==> config.mk <==
export PLATFORM = sky130hd
export DESIGN_NAME = aux_xact_engine
export DESIGN_NICKNAME = d
export VERILOG_FILES = /design/src/rtl/aux_eng_pkg.sv /design/src/rtl/aux_tx_buf.sv /design/src/rtl/aux_rx_buf.sv /design/src/rtl/aux_xact_seq.sv /design/src/rtl/aux_xact_engine.sv
export SDC_FILE = /design/constraint.sdc
export NUM_CORES = 1
export LEC_CHECK = 0
export ABC_CLOCK_PERIOD_IN_PS = 3450
export CORE_MARGIN = 2
export CORE_UTILIZATION = 60
export CTS_CLUSTER_SIZE = 8
export DETAILED_ROUTE_END_ITERATION = 6
export DONT_BUFFER_PORTS = 1
export PLACE_DENSITY = 0.8
export RECOVER_POWER = 50
export SLEW_MARGIN = 20
export SYNTH_ARGS = -nofsm -noshare
export SYNTH_HDL_FRONTEND = slang
export SYNTH_SLANG_ARGS = --single-unit
==> constraint.sdc <==
create_clock -name clk -period 3.45 [get_ports clk]
set_clock_uncertainty 0.05 [all_clocks]
set_input_delay 0.5175 -clock clk [delete_from_list [all_inputs] [get_ports clk]]
set_output_delay 0.5175 -clock clk [all_outputs]
set_load 0.02 [all_outputs]
==> src/rtl/aux_eng_pkg.sv <==
package aux_eng_pkg;
  typedef enum logic [2:0] {
    RC_NONE      = 3'd0,
    RC_NACK      = 3'd1,
    RC_DEFER     = 3'd2,
    RC_ACK       = 3'd3,
    RC_BADREQ    = 3'd4,
    RC_I2C_NACK  = 3'd5,
    RC_I2C_DEFER = 3'd6,
    RC_TIMEOUT   = 3'd7
  } reply_e;

  localparam logic [7:0] OFS_CHRST = 8'h76;
  localparam logic [7:0] OFS_ALO   = 8'h7D;
  localparam logic [7:0] OFS_AMID  = 8'h7E;
  localparam logic [7:0] OFS_AHI   = 8'h7F;
  localparam logic [7:0] OFS_LEN   = 8'h80;
  localparam logic [7:0] OFS_TXD   = 8'h81;
  localparam logic [7:0] OFS_RXD   = 8'h82;
  localparam logic [7:0] OFS_CTL   = 8'h83;
  localparam logic [7:0] OFS_STS   = 8'h84;

  function automatic logic code_ok(input logic [3:0] c);
    return (c == 4'h0) || (c == 4'h1) || (c == 4'h4) || (c == 4'h5) ||
           (c == 4'h8) || (c == 4'h9);
  endfunction
endpackage

==> src/rtl/aux_tx_buf.sv <==
module aux_tx_buf #(
  parameter int DEPTH = 16
) (
  input  logic               clk,
  input  logic               rst_n,
  input  logic               clr,
  input  logic               push,
  input  logic [7:0]         din,
  output logic [DEPTH*8-1:0] flat
);
  localparam int CW = $clog2(DEPTH + 1);
  logic [CW-1:0] cnt;

  for (genvar g = 0; g < DEPTH; g++) begin : g_ent
    always_ff @(posedge clk or negedge rst_n) begin
      if (!rst_n) flat[g*8 +: 8] <= '0;
      else if (push && !clr && cnt == CW'(g)) flat[g*8 +: 8] <= din;
    end
  end

  always_ff @(posedge clk or negedge rst_n) begin
    if (!rst_n) cnt <= '0;
    else if (clr) cnt <= '0;
    else if (push && cnt != CW'(DEPTH)) cnt <= cnt + 1'b1;
  end
endmodule

==> src/rtl/aux_rx_buf.sv <==
module aux_rx_buf #(
  parameter int DEPTH = 16,
  localparam int CW = $clog2(DEPTH + 1)
) (
  input  logic               clk,
  input  logic               rst_n,
  input  logic               clr,
  input  logic               load,
  input  logic [DEPTH*8-1:0] load_vec,
  input  logic [CW-1:0]      load_cnt,
  input  logic               pop,
  output logic [7:0]         head
);
  logic [7:0]    mem [DEPTH];
  logic [CW-1:0] cnt, rp;

  for (genvar g = 0; g < DEPTH; g++) begin : g_ent
    always_ff @(posedge clk or negedge rst_n) begin
      if (!rst_n) mem[g] <= '0;
      else if (load) mem[g] <= load_vec[g*8 +: 8];
    end
  end

  always_ff @(posedge clk or negedge rst_n) begin
    if (!rst_n) begin
      cnt <= '0;
      rp  <= '0;
    end else if (clr) begin
      cnt <= '0;
      rp  <= '0;
    end else if (load) begin
      cnt <= load_cnt;
      rp  <= '0;
    end else if (pop && rp < cnt) begin
      rp <= rp + 1'b1;
    end
  end

  always_comb begin
    head = 8'h00;
    for (int i = 0; i < DEPTH; i++)
      if (rp < cnt && rp == CW'(i)) head = mem[i];
  end
endmodule

==> src/rtl/aux_xact_seq.sv <==
module aux_xact_seq
  import aux_eng_pkg::*;
#(
  parameter int WAIT_LIMIT = 64,
  parameter int MAX_RETRY  = 3
) (
  input  logic       clk,
  input  logic       rst_n,
  input  logic       start,
  input  logic       cmd_ok,
  input  logic       lreq_ready,
  input  logic       rsp_valid,
  input  logic [2:0] rsp_code,
  output logic       lreq_valid,
  output logic       rsp_ready,
  output logic       busy,
  output logic       done,
  output logic [2:0] done_code,
  output logic       take_rsp
);
  localparam int TW = $clog2(WAIT_LIMIT + 1);
  localparam int RW = $clog2(MAX_RETRY + 2);

  typedef enum logic [1:0] {S_IDLE, S_REQ, S_WAIT} state_e;
  state_e        st, st_nx;
  logic [TW-1:0] timer;
  logic [RW-1:0] tries;
  logic          is_defer, retry;

  assign lreq_valid = (st == S_REQ);
  assign rsp_ready  = (st == S_WAIT);
  assign busy       = (st != S_IDLE);
  assign is_defer   = (rsp_code == RC_DEFER) || (rsp_code == RC_I2C_DEFER);

  always_comb begin
    st_nx     = st;
    done      = 1'b0;
    done_code = RC_NONE;
    take_rsp  = 1'b0;
    retry     = 1'b0;
    case (st)
      S_IDLE: if (start) begin
        if (cmd_ok) st_nx = S_REQ;
        else begin
          done      = 1'b1;
          done_code = RC_BADREQ;
        end
      end
      S_REQ: if (lreq_ready) st_nx = S_WAIT;
      S_WAIT: begin
        if (rsp_valid) begin
          if (is_defer) begin
            if (tries == RW'(MAX_RETRY)) begin
              done      = 1'b1;
              done_code = RC_TIMEOUT;
              st_nx     = S_IDLE;
            end else begin
              retry = 1'b1;
              st_nx = S_REQ;
            end
          end else begin
            done      = 1'b1;
            done_code = rsp_code;
            take_rsp  = 1'b1;
            st_nx     = S_IDLE;
          end
        end else if (timer == TW'(WAIT_LIMIT - 1)) begin
          done      = 1'b1;
          done_code = RC_TIMEOUT;
          st_nx     = S_IDLE;
        end
      end
      default: st_nx = S_IDLE;
    endcase
  end

  always_ff @(posedge clk or negedge rst_n) begin
    if (!rst_n) begin
      st    <= S_IDLE;
      timer <= '0;
      tries <= '0;
    end else begin
      st <= st_nx;
      if (st == S_REQ) timer <= '0;
      else if (st == S_WAIT) timer <= timer + 1'b1;
      if (st == S_IDLE) tries <= '0;
      else if (retry) tries <= tries + 1'b1;
    end
  end
endmodule

==> src/rtl/aux_xact_engine.sv <==
module aux_xact_engine
  import aux_eng_pkg::*;
#(
  parameter int DEPTH      = 16,
  parameter int WAIT_LIMIT = 64,
  parameter int MAX_RETRY  = 3,
  localparam int LW = $clog2(DEPTH + 1),
  localparam int DW = DEPTH * 8
) (
  input  logic          clk,
  input  logic          rst_n,
  input  logic          host_wr,
  input  logic          host_rd,
  input  logic [7:0]    host_addr,
  input  logic [7:0]    host_wdata,
  output logic [7:0]    host_rdata,
  output logic          lreq_valid,
  input  logic          lreq_ready,
  output logic [3:0]    lreq_cmd,
  output logic [19:0]   lreq_addr,
  output logic [LW-1:0] lreq_len,
  output logic [DW-1:0] lreq_data,
  input  logic          rsp_valid,
  output logic          rsp_ready,
  input  logic [2:0]    rsp_code,
  input  logic [4:0]    rsp_count,
  input  logic [DW-1:0] rsp_data
);
  logic [7:0]    a_lo, a_mid, a_hi, len_r, status;
  logic          busy, wr_ok, start, chan_clr, cmd_ok;
  logic          done, take_rsp;
  logic [2:0]    done_code;
  logic [7:0]    rx_head;
  logic [LW-1:0] rx_cnt;

  assign wr_ok    = host_wr && !busy;
  assign start    = wr_ok && host_addr == OFS_CTL && host_wdata[0];
  assign chan_clr = wr_ok && host_addr == OFS_CHRST && host_wdata == 8'hFF;
  assign cmd_ok   = code_ok(a_hi[7:4]);

  assign lreq_cmd  = a_hi[7:4];
  assign lreq_addr = {a_hi[3:0], a_mid, a_lo};
  assign lreq_len  = len_r[7] ? '0 : LW'(len_r[3:0]) + 1'b1;
  assign rx_cnt    = (rsp_count > 5'(DEPTH)) ? LW'(DEPTH) : LW'(rsp_count);

  always_ff @(posedge clk or negedge rst_n) begin
    if (!rst_n) begin
      a_lo   <= '0;
      a_mid  <= '0;
      a_hi   <= '0;
      len_r  <= '0;
      status <= '0;
    end else begin
      if (wr_ok) begin
        case (host_addr)
          OFS_ALO:  a_lo  <= host_wdata;
          OFS_AMID: a_mid <= host_wdata;
          OFS_AHI:  a_hi  <= host_wdata;
          OFS_LEN:  len_r <= host_wdata;
          default: ;
        endcase
      end
      if (done) status <= {done_code, take_rsp ? rsp_count : 5'd0};
      else if (start || chan_clr) status <= '0;
    end
  end

  aux_xact_seq #(.WAIT_LIMIT(WAIT_LIMIT), .MAX_RETRY(MAX_RETRY)) u_seq (
    .clk(clk), .rst_n(rst_n), .start(start), .cmd_ok(cmd_ok),
    .lreq_ready(lreq_ready), .rsp_valid(rsp_valid), .rsp_code(rsp_code),
    .lreq_valid(lreq_valid), .rsp_ready(rsp_ready), .busy(busy),
    .done(done), .done_code(done_code), .take_rsp(take_rsp)
  );

  aux_tx_buf #(.DEPTH(DEPTH)) u_tx (
    .clk(clk), .rst_n(rst_n), .clr(chan_clr || done),
    .push(wr_ok && host_addr == OFS_TXD), .din(host_wdata), .flat(lreq_data)
  );

  aux_rx_buf #(.DEPTH(DEPTH)) u_rx (
    .clk(clk), .rst_n(rst_n), .clr(chan_clr || start),
    .load(take_rsp && lreq_cmd[0]), .load_vec(rsp_data), .load_cnt(rx_cnt),
    .pop(host_rd && host_addr == OFS_RXD), .head(rx_head)
  );

  always_comb begin
    case (host_addr)
      OFS_ALO:  host_rdata = a_lo;
      OFS_AMID: host_rdata = a_mid;
      OFS_AHI:  host_rdata = a_hi;
      OFS_LEN:  host_rdata = len_r;
      OFS_RXD:  host_rdata = rx_head;
      OFS_CTL:  host_rdata = {7'd0, busy};
      OFS_STS:  host_rdata = status;
      default:  host_rdata = 8'h00;
    endcase
  end
endmodule

Word level (Yosys, flattened, before mapping)
Cells that the tools add are included.

Magnitude comparators: 2. Mux-type cells: 62. $add $sub $neg: 5. Reductions and logical operators: 69. Eq/ne operators: 56.

Operators with widths (number): 8-bit 2-to-1 mux (18); 5-bit by 4-bit == test with 1-bit output (second input constant) (16); 8-bit case mux with 7 select lines (1); 5-bit 2-to-1 mux (10); 8-bit == test (second input constant) (6); 1-bit logical AND (43); 5-bit by 3-bit == test with 1-bit output (second input constant) (8); 8-bit by 7-bit == test with 1-bit output (second input constant) (4); 3-bit 2-to-1 mux (8); 5-bit by 2-bit == test with 1-bit output (second input constant) (4); 1-bit 2-to-1 mux (15); 7-bit 2-to-1 mux (2); 2-bit nonzero test (6); 5-bit by 1-bit adder with 5-bit output (second input constant) (2); 5-bit by 1-bit == test with 1-bit output (second input constant) (2); 5-bit logical NOT (2); 2-bit 2-to-1 mux (5); 4-bit by 3-bit == test with 1-bit output (second input constant) (2); 4-bit == test (second input constant) (2); 1-bit logical OR (8); 2-bit AND reduction (4); 7-bit by 1-bit adder with 7-bit output (second input constant) (1); 7-bit by 6-bit == test with 1-bit output (second input constant) (1); 3-bit by 2-bit == test with 1-bit output (second input constant) (2); 20 further kinds (22).

Output and inout bits: 167. Logic and storage cells: 237. Flip-flop bits (word level): 323. Bits of input ports: 158.

Longest topological paths before layout
Gate-level depths: netlist (run 1).

Depth in word-level cells: 19. Mapped depth: 12.

By module
Synthesis (run 1) repeated with hierarchy kept, for this count alone.

Cells, all modules: 1217. Area total of the unflattened synthesis: 15258.4 um2.

Modules (own cells, without submodules): aux_rx_buf (area an instance 7019.2 um2, seq. area each 3453.3 um2, cells each 610, times used 1); aux_tx_buf (area an instance 5205.0 um2, seq. area each 3328.2 um2, cells each 330, times used 1); aux_xact_engine (area an instance 2232.1 um2, seq. area each 1001.0 um2, cells each 193, times used 1); aux_xact_seq (area an instance 802.0 um2, seq. area each 300.3 um2, cells each 84, times used 1).

Least setup slack after synthesis (run 1)
No wires, ideal clock.

Kind: reg-to-output. Start: reg u_rx.rp[1]. End: out host_rdata[4]. Arrival: 2.743 ns. Setup slack: 0.139 ns. Required time: 2.882 ns. Cell stages (with the launch flop): 11. Path buffers: 1. Cells stage by stage: dfrtp_1 > inv_1 > ha_1 > clkbuf_1 > nor4b_1 > a32o_1 > o211ai_1 > a21oi_1 > a311oi_1 > o221a_2 > o21ai_0.

Word-level cells in the longest chain between the ends: 19.

Ends and longest elaborated chain: start, declared (line aux_rx_buf.sv:15) `logic [CW-1:0] cnt, rp;`; start signal, assigned (line aux_rx_buf.sv:35) `rp <= rp + 1'b1;`; 5-bit < comparator or 5-bit logical NOT (tied branches) (line aux_rx_buf.sv:42) `if (rp < cnt && rp == CW'(i)) head = mem[i];`; 1-bit logical AND (line aux_rx_buf.sv:42); 8-bit 2-to-1 mux (15 in series) (line aux_rx_buf.sv:42); 8-bit 2-to-1 mux * (line aux_rx_buf.sv:42); 8-bit case mux with 7 select lines * (line aux_xact_engine.sv:87) `case (host_addr)`; end, declared (line aux_xact_engine.sv:16) `output logic [7:0] host_rdata,`.

Every way passes the cells marked *; elsewhere a longest branch is shown, timed or not.

Worst setup path in the final report (run 1)
Start: reg u_rx.rp[2]. End: out host_rdata[4].

The elaborated chain is that of the path after synthesis.

==> impl_metrics.env, run 1 <==
export IMPL_p_leak_nw=8.486
export IMPL_arrival_ns=3.13
export IMPL_async_reset_ff_share_pct=100.0
export IMPL_syn_avg_cell_area_um2=12.65
export IMPL_r2r_slack_ns=0.34
export IMPL_grt_busiest_layer="met2"
export IMPL_wirelength_mm=41.55
export IMPL_first_pass_iters=7
export IMPL_synth_top_cells_by_area="dfrtp_1 54%, mux2_2 20%, mux2_4 3.2%"
export IMPL_yosys_top_cells_count="323 x dfrtp_1, 260 x mux2_2, 59 x nor2_1, 57 x clkbuf_1, 48 x nand2_1"
export IMPL_layout_min_cycle_time_ns=3.697
export IMPL_dpl_hpwl_mm=28.01
export IMPL_grt_pass1_vias=10850
export IMPL_hold_viol=323
export IMPL_max_freq_mhz=270.5
export IMPL_end_kind="output port"
export IMPL_grt_max_degree=324
export IMPL_required_ns=2.88
export IMPL_maxSlewHeadroom_pct=49.75
export IMPL_synth_area_leader_cell="dfrtp_1"
export IMPL_r2r_cells=9
export IMPL_cts_sinks=323
export IMPL_pin_count=325
export IMPL_vias=10360
export IMPL_clock_latency_ns=0.56
export IMPL_hp_class="in -> async"
export IMPL_grt_pass1_wl_mm=63.16
export IMPL_cts_path_max_buffers=3
export IMPL_pre_cts_ws_ns=0.07309
export IMPL_wire_per_inst_um=26.57
export IMPL_synth_area_um2=14980
export IMPL_place_congestion=1.036
export IMPL_cts_tree="done"
export IMPL_initial_core_util_pct=61.40
export IMPL_rows=57
export IMPL_yosysMostFrequentCell="dfrtp_1"
export IMPL_critPathMaxFanout=17
export IMPL_final_setup_viol_count=7
export IMPL_slew_viol_final=0
export IMPL_setup_ws_ns=-0.2470
export IMPL_powerDensity_nw_per_um2=525.7
export IMPL_cts_buffers=46
export IMPL_use_met3_pct=9.857
export IMPL_ys_flop_type="dfrtp_1"
export IMPL_port_buffers=0
export IMPL_antenna_found_initial=1
export IMPL_whs_ns=-0.3821
export IMPL_overflow=0
export IMPL_detail_route_antenna_nets=0
export IMPL_ys_types=72
export IMPL_area_delta_synth_final_pct=16.27
export IMPL_endpoint="host_rdata[4]"
export IMPL_synth_top_area_share_pct=53.97
export IMPL_syn_instance_count=1184
export IMPL_die_y_um=162.0
export IMPL_coreArea_um2=24390
export IMPL_synth_edf_count=0
export IMPL_drive_gt1_share_pct=40.36
export IMPL_yosysSeqAreaShare_pct=53.97
export IMPL_track_usage_pct=31.21
export IMPL_syn_nets=1364
export IMPL_yosys_warnings=0
export IMPL_viasPerCell=6.627
export IMPL_final_fill_count=1603
export IMPL_htreeDepth=2
export IMPL_worstMarginPinSlew_ns=0.7480
export IMPL_synth_seq_cells=323
export IMPL_use_met2_pct=51.88
export IMPL_violations="hold timing, setup timing"
export IMPL_dieArea_um2=26240
export IMPL_clkTransAtPathRegs_ns=0.05
export IMPL_grt_use_met1_pct=37.66
export IMPL_fin_crit_sh_pct=107.2
export IMPL_worstSetupStartpoint="u_rx.rp[2]"
export IMPL_setup_worst_path_class="reg -> out"
export IMPL_cts_root_buf="clkbuf_16"
export IMPL_peakVddDrop_uv=477.4
export IMPL_drc_errors=0
export IMPL_die_w_um=162.0
export IMPL_rsz0062_at_grt="yes"
export IMPL_maxCapViolCount=0
export IMPL_r2r_start="u_seq.tries[0]"
export IMPL_status="complete, but fails checks"
export IMPL_final_util_pct=71.39
export IMPL_r2r_end="u_tx.flat[34]"
export IMPL_final_nets=1414
export IMPL_drtIter0Drc=1111
export IMPL_crit_path_start_kind="flop"
==> power by group <==
group          switching [mW]  total [mW]  internal, mW
combinational           0.485       0.893         0.408
clock                    1.58        3.97          2.39
sequential              0.250        4.29          4.04
total                    2.32        9.15          6.84
==> registers in the layout, summed over array words and instances, names as in the netlist <==
register / flops
a_lo: 8
u_seq.tries: 3
u_seq.st: 2
status: 8
u_tx.cnt: 5
a_hi: 8
u_rx.rp: 5
u_rx.cnt: 5
u_seq.timer: 7
len_r: 8
u_tx.flat: 128
a_mid: 8
u_rx.mem: 128
==> final cells by class <==
cell class              count  area, um2  share of cell area (%)
well taps                 324      405.4                   2.328
clock inverters             3      58.81                  0.3377
multi-input cells         767       6992                   40.15
flip-flops and latches    323       8087                   46.44
diodes                      1      2.502                 0.01437
repair buffers             66      576.8                   3.312
clock buffers              50       1176                   6.754
inverters                  30      115.1                  0.6611
==> logic make-up after synthesis <==
group / share of synthesized area [%]
XOR/XNOR: 0.6433
AO/OA/AOI/OAI: 9.607
flip-flops: 53.97
AND/OR/NAND/NOR: 8.513
buffers and inverters: 2.473
adder cells (fa/ha/maj): 1.838
multiplexers: 22.96
==> how the worst min path moves through the flow <==
stage | start | to | slack [ns] | depth (start not counted)
2_1_floorplan | rst_n | a_hi[0] | 0.17 | 0
6_report | rst_n | u_rx.mem[101] | -0.38 | 0
5_1_grt | rst_n | u_rx.mem[101] | -0.40 | 0
4_1_cts | rst_n | u_rx.mem[96] | -0.39 | 0
3_5_place_dp | rst_n | u_rx.mem[101] | 0.18 | 0
3_3_place_gp | rst_n | u_rx.mem[109] | 0.18 | 0
==> what timing repair did <==
item	4_1_cts	5_1_grt
buffers inserted	20	5
gates cloned	1	0
pin swaps	28	17
endpoints found under the setup margin	8	8
gates resized for setup	95	34
hold endpoints to repair	323	323
==> metrics by stage <==
stage / TNS, ns / hold WS [ns] / std cells / total power, mW / instance area, um2
after floorplan: 0 / 0.1719 / 1184 / 4.855 / 14980
after global placement: 0 / 0.1794 / 1486 / 5.046 / 15470
after detailed placement: 0 / 0.1805 / 1486 / 5.067 / 15470
after CTS: -0.1172 / -0.3930 / 1560 / 9.124 / 17250
after global routing: -0.8719 / -0.3958 / 1564 / 9.455 / 17410
final: -0.5600 / -0.3821 / 1564 / 9.154 / 17410
==> cell usage in the layout, fill, tap and decap left out, drive strengths merged, types with 4 or more instances in the layout <==
master	count
a211o	4
a211oi	9
a21o	5
a21oi	46
a221o	4
a221oi	10
a22o	13
a22oi	10
a32oi	8
and2	6
and3	8
buf	66
clkbuf	50
dfrtp	323
ha	22
inv	32
mux2	292
nand2	54
nand2b	13
nand3	20
nand3b	6
nand4	7
nor2	62
nor2b	16
nor3	13
nor3b	11
nor4	4
nor4b	4
o211ai	12
o21a	4
o21ai	35
o221ai	5
o22ai	7
o311ai	4
xnor2	7
xor2	4
==> metal layers <==
layer	wire [um]	part of all wire [%]	up-vias
met1	15340	37	5207
met2	20210	49	599
met3	4048	9.7	142
met4	1944	4.7	0
li1	-	-	4416
met5	0	0	-
==> worst max-delay path, stage by stage (launching register included) <==
cell and delay [ns]:
dfrtp_1 0.43, buf_6 0.19, nor2_1 0.35, nand2_1 0.31
o211ai_1 0.19, a21oi_2 0.08, a311oi_2 0.47, o221a_2 0.30
o21ai_1 0.08, buf_4 0.16
Note: power is estimated with default switching activity, not from simulation.
==> run 2: changes to the inputs <==
--- a/config.mk
+++ b/config.mk
@@ -11,7 +11,7 @@
 export CTS_CLUSTER_SIZE = 8
 export DETAILED_ROUTE_END_ITERATION = 6
 export DONT_BUFFER_PORTS = 1
-export PLACE_DENSITY = 0.8
+export PLACE_DENSITY = 0.79
 export RECOVER_POWER = 50
 export SLEW_MARGIN = 20
 export SYNTH_ARGS = -nofsm -noshare
==> impl_metrics.env, run 2 (synthesis gave the netlist of run 1 again) <==
export IMPL_cts_path_max_buffers=3
export IMPL_drc_errors=0
export IMPL_critPathMaxFanout=7
export IMPL_clock_latency_ns=0.55
export IMPL_wirelength_mm=41.20
export IMPL_clkTransAtPathRegs_ns=0.06
export IMPL_maxSlewHeadroom_pct=44.28
export IMPL_area_delta_synth_final_pct=15.70
export IMPL_rsz0062_at_grt="yes"
export IMPL_pin_count=325
export IMPL_max_freq_mhz=278.4
export IMPL_dieArea_um2=26240
export IMPL_maxCapViolCount=0
export IMPL_grt_max_degree=324
export IMPL_r2r_start="u_seq.tries[0]"
export IMPL_die_y_um=162.0
export IMPL_arrival_ns=3.02
export IMPL_whs_ns=-0.3736
export IMPL_setup_worst_path_class="reg -> out"
export IMPL_port_buffers=0
export IMPL_setup_ws_ns=-0.1423
export IMPL_hp_class="in -> async"
export IMPL_antenna_found_initial=2
export IMPL_cts_buffers=46
export IMPL_r2r_cells=9
export IMPL_fin_crit_sh_pct=104.1
export IMPL_grt_pass1_wl_mm=61.93
export IMPL_end_kind="output port"
export IMPL_drive_gt1_share_pct=39.60
export IMPL_p_comb_share_pct=10.0
export IMPL_rows=57
export IMPL_intPower_mw=6.863
export IMPL_crit_path_start_kind="flop"
export IMPL_cts_tree="done"
export IMPL_track_usage_pct=30.57
export IMPL_peakVddDrop_uv=465.7
export IMPL_powerDensity_nw_per_um2=529.2
export IMPL_first_pass_iters=5
export IMPL_dpl_hpwl_mm=27.84
export IMPL_place_congestion=0.9813
export IMPL_multi_input_area_um2=6879
export IMPL_cts_sinks=323
export IMPL_hold_viol=323
export IMPL_violations="hold timing, setup timing"
export IMPL_wire_per_inst_um=26.32
export IMPL_coreArea_um2=24390
export IMPL_final_common_cell="dfrtp_1"
export IMPL_pwr_share_clk_pct=43.3
export IMPL_final_util_pct=71.04
export IMPL_stdcell_area_um2=17330
export IMPL_detail_route_antenna_nets=0
export IMPL_sequentialPowerShare_pct=46.7
export IMPL_power_switching_mw=2.308
export IMPL_r2r_slack_ns=0.33
export IMPL_slew_viol_final=0
export IMPL_grt_pass1_vias=10730
export IMPL_switching_share_pct=25.16
export IMPL_initial_core_util_pct=61.40
export IMPL_status="complete, but fails checks"
export IMPL_overflow=0
export IMPL_die_w_um=162.0
export IMPL_final_nets=1416
export IMPL_largestRegisters="u_rx.mem: 128 flops, u_tx.flat: 128 flops"
export IMPL_mostFrequentLayoutCells="319 x dfrtp_1, 260 x mux2_2, 53 x nor2_1, 53 x buf_4, 46 x clkbuf_16"
export IMPL_final_setup_viol_count=7
export IMPL_fin_setup_tns_ns=-0.5789
export IMPL_seq_area_um2=8088
export IMPL_cts_root_buf="clkbuf_16"
export IMPL_final_fill_count=1613
export IMPL_postPlaceCellArea_um2=15460
export IMPL_viasPerCell=6.569
export IMPL_r2r_end="u_tx.flat[59]"
export IMPL_vias=10280
export IMPL_p_leak_nw=8.487
export IMPL_worstMarginPinSlew_ns=0.8359
export IMPL_htreeDepth=2
export IMPL_layout_min_cycle_time_ns=3.592
export IMPL_drtIter0Drc=866
export IMPL_required_ns=2.88
==> run 2: cell count changes in the layout (fill, tap and decap cells not counted), moves of 3 or more <==
cell	previous run	this run
a21boi_2	0	3
o21ai_2	4	1
a211oi_1	4	8
buf_4	50	53
a211oi_2	4	1
==> run 2: metrics by stage <==
step,power (mW),setup slack [ns],instances,hold slack (ns)
floorplan,4.855,0.1394,1184,0.1719
global placement,5.045,0.05066,1485,0.1823
detailed placement,5.081,-0.1017,1485,0.1805
CTS,9.152,-0.03400,1552,-0.3877
global route,9.496,-0.1783,1565,-0.3976
finish,9.170,-0.1423,1565,-0.3736
==> run 2: per-layer routing <==
metal	track usage, %	vias up	wire (um)
li1	-	4431	-
met1	36.88	5161	15220
met2	50.91	558	20130
met3	9.729	128	3971
met4	12.99	2	1871
met5	0	-	13
==> run 2: worst max-delay path by stage <==
stage                         end  depth (start not counted)       start
global route        host_rdata[2]                          9  u_rx.rp[1]
floorplan           host_rdata[4]                         10  u_rx.rp[1]
global placement    host_rdata[3]                          9  u_rx.rp[2]
detailed placement  host_rdata[3]                          9  u_rx.rp[2]
finish              host_rdata[3]                         10  u_rx.rp[1]
CTS                 host_rdata[4]                         11  u_rx.rp[0]
==> run 2: what timing repair did <==
action,4_1_cts,5_1_grt
gates resized for setup,78,28
setup buffers,14,12
hold endpoints to repair,323,323
endpoints found under the setup margin,8,8
cloned,1,0
pin swaps,19,18
==> run 2: layout make-up <==
| cell class | count | share of cell area, % |
|---|---|---|
| Sequential cell | 323 | 46.67 |
| Antenna cell | 1 | 0.01444 |
| Clock buffer | 49 | 6.824 |
| Tap cell | 324 | 2.340 |
| Inverter | 30 | 0.6787 |
| Timing Repair Buffer | 68 | 3.444 |
| Multi-Input combinational cell | 767 | 39.70 |
| Clock inverter | 3 | 0.3249 |
==> run 2: power by group through the flow <==
stage	Combinational [mW]	Sequential, mW	Clock, mW
after floorplan	0.617	4.24	0
after global placement	0.727	4.32	0
after detailed placement	0.756	4.33	0
after CTS	0.849	4.27	4.03
after global routing	0.994	4.30	4.20
final	0.916	4.28	3.98
==> run 2: critical path, stage by stage (launching register included) <==
cell and delay, ns:
dfrtp_2 0.47, ha_2 0.22, a21oi_4 0.21, o21ai_4 0.15, buf_6 0.16, a21oi_4 0.23, a32oi_1 0.12, o311ai_2 0.32
o311ai_1 0.19, a2bb2oi_1 0.23, buf_4 0.18
==> run 3: changes to the inputs <==
--- a/config.mk
+++ b/config.mk
@@ -5,14 +5,14 @@
 export SDC_FILE = /design/constraint.sdc
 export NUM_CORES = 1
 export LEC_CHECK = 0
-export ABC_CLOCK_PERIOD_IN_PS = 3450
+export ABC_CLOCK_PERIOD_IN_PS = 3300
 export CORE_MARGIN = 2
-export CORE_UTILIZATION = 60
+export CORE_UTILIZATION = 58
 export CTS_CLUSTER_SIZE = 8
 export DETAILED_ROUTE_END_ITERATION = 6
 export DONT_BUFFER_PORTS = 1
+export GPL_TIMING_DRIVEN = 0
 export PLACE_DENSITY = 0.79
-export RECOVER_POWER = 50
 export SLEW_MARGIN = 20
 export SYNTH_ARGS = -nofsm -noshare
 export SYNTH_HDL_FRONTEND = slang
==> constraint.sdc (replaced) <==
create_clock -name clk -period 3.3 [get_ports clk]
set_clock_uncertainty 0.05 [all_clocks]
set_input_delay 0.495 -clock clk [delete_from_list [all_inputs] [get_ports clk]]
set_output_delay 0.495 -clock clk [all_outputs]
set_load 0.02 [all_outputs]
==> impl_metrics.env, run 3 (synthesis gave the netlist of run 1 again) <==
export IMPL_status="complete, but fails checks"
export IMPL_violations="hold timing, setup timing"
export IMPL_max_freq_mhz=280.6
export IMPL_wire_per_inst_um=26.79
export IMPL_pin_count=325
export IMPL_arrival_ns=3.02
export IMPL_coreArea_um2=25250
export IMPL_viasPerCell=6.555
export IMPL_grt_pass1_vias=11250
export IMPL_clkTransAtPathRegs_ns=0.05
export IMPL_antenna_found_initial=2
export IMPL_setup_ws_ns=-0.2632
export IMPL_worstMarginPinSlew_ns=0.8451
export IMPL_track_usage_pct=31.46
export IMPL_end_kind="output port"
export IMPL_first_pass_iters=5
export IMPL_maxCapViolCount=0
export IMPL_final_util_pct=69.42
export IMPL_die_w_um=164.7
export IMPL_drc_errors=0
export IMPL_clock_latency_ns=0.54
export IMPL_cts_root_buf="clkbuf_16"
export IMPL_crit_path_start_kind="flop"
export IMPL_whs_ns=-0.3990
export IMPL_initial_core_util_pct=59.30
export IMPL_detail_route_antenna_nets=0
export IMPL_dpl_hpwl_mm=29.35
export IMPL_endpoint="host_rdata[1]"
export IMPL_wirelength_mm=42.75
export IMPL_rows=58
export IMPL_htreeDepth=2
export IMPL_stdcell_area_um2=17530
export IMPL_final_nets=1438
export IMPL_mostFrequentLayoutCells="319 x dfrtp_1, 260 x mux2_2, 50 x nor2_1"
export IMPL_largestRegisters="u_rx.mem: 128 flops, u_tx.flat: 128 flops"
export IMPL_setup_worst_path_class="reg -> out"
export IMPL_vias=10460
export IMPL_required_ns=2.75
export IMPL_cts_sinks=323
export IMPL_dieArea_um2=27120
export IMPL_rsz0062_at_grt="yes"
export IMPL_r2r_end="u_tx.flat[118]"
export IMPL_die_y_um=164.7
export IMPL_p_leak_nw=8.437
export IMPL_final_common_cell="dfrtp_1"
export IMPL_cts_tree="done"
export IMPL_place_congestion=0.9524
export IMPL_worstSetupStartpoint="u_rx.rp[4]"
export IMPL_layout_min_cycle_time_ns=3.563
export IMPL_drive_gt1_share_pct=39.19
export IMPL_final_setup_viol_count=8
export IMPL_critPathMaxFanout=10
export IMPL_hold_viol=323
export IMPL_fin_cells=1596
export IMPL_cts_buffers=46
export IMPL_peakVddDrop_uv=465.4
export IMPL_maxSlewHeadroom_pct=43.66
export IMPL_cts_path_max_buffers=3
export IMPL_dpl_cell_count=1514
export IMPL_r2r_cells=9
export IMPL_slew_viol_final=0
export IMPL_fin_crit_sh_pct=108.0
export IMPL_postPlaceCellArea_um2=15400
export IMPL_r2r_slack_ns=0.23
export IMPL_grt_max_degree=324
export IMPL_port_buffers=0
export IMPL_powerDensity_nw_per_um2=548.7
export IMPL_drtIter0Drc=818
export IMPL_grt_pass1_wl_mm=64.76
export IMPL_r2r_start="u_seq.tries[0]"
export IMPL_overflow=0
export IMPL_area_delta_synth_final_pct=17.06
export IMPL_hp_class="in -> async"
## run 3: cell types whose count changed in the layout (fill, tap and decap cells not counted), sizes merged
cell,delta
clkinv,-1
clkinvlp,+1
clkbuf,+50
buf,-26
inv,-1
diode,+2
## run 3: per-stage QoR
stage / TNS [ns] / hold WS (ns) / worst slack (ns) / total power [mW]
after floorplan: 0 / 0.1494 / 0.01192 / 5.075
after global placement: -5.957 / 0.1559 / -1.112 / 5.296
after detailed placement: -4.455 / 0.1567 / -0.8953 / 5.339
after CTS: -1.188 / -0.4124 / -0.2037 / 9.624
after global routing: -2.254 / -0.4147 / -0.3008 / 9.937
final: -1.540 / -0.3990 / -0.2632 / 9.620
## run 3: area by class of cell
| class | instances | area, um2 |
|---|---|---|
| buffer | 61 | 335.3 |
| clock inverter | 2 | 28.78 |
| fill | 1721 | 7722 |
| timing repair buffer | 29 | 237.7 |
| multi-input combinational | 767 | 7102 |
| tap | 330 | 412.9 |
| clock buffer | 51 | 1201 |
| sequential | 323 | 8088 |
| antenna | 3 | 7.507 |
| inverter | 30 | 118.9 |
## run 3: worst min path at each step
stage	from	end	cells after the start
finish	rst_n	u_rx.mem[98]	0
CTS	rst_n	u_rx.mem[87]	0
global route	rst_n	u_rx.mem[109]	0
global placement	rst_n	u_rx.mem[109]	0
floorplan	rst_n	a_hi[0]	0
detailed placement	rst_n	u_rx.mem[101]	0
## run 3: what timing repair did
action	CTS	global route
setup endpoints to repair	8	20
pin swaps	30	12
gates resized for setup	141	30
endpoints found under the hold margin	323	323
setup buffers	23	6
## run 3: critical path, cell delays in order (launching register included)
cell	delay, ns
dfrtp_2	0.48
ha_4	0.28
a21o_4	0.28
nor2_2	0.16
a21boi_2	0.21
buf_4	0.18
nand2_1	0.09
o211ai_1	0.23
nand4_1	0.23
a21o_1	0.32
## run 3: routing by layer
metal	share of wire, %	vias to the layer above	global-route usage [%]
met5	0	-	0
met4	4.5	0	14.98
met3	9.8	134	9.819
met2	49	562	52.47
met1	37	5283	37.20
li1	-	4483	-
## run 3: where the power goes
group / internal, mW / switching (mW) / total [mW]
logic: 0.401 / 0.571 / 0.972
registers: 4.22 / 0.245 / 4.47
clock network: 2.53 / 1.65 / 4.18
total: 7.16 / 2.46 / 9.62
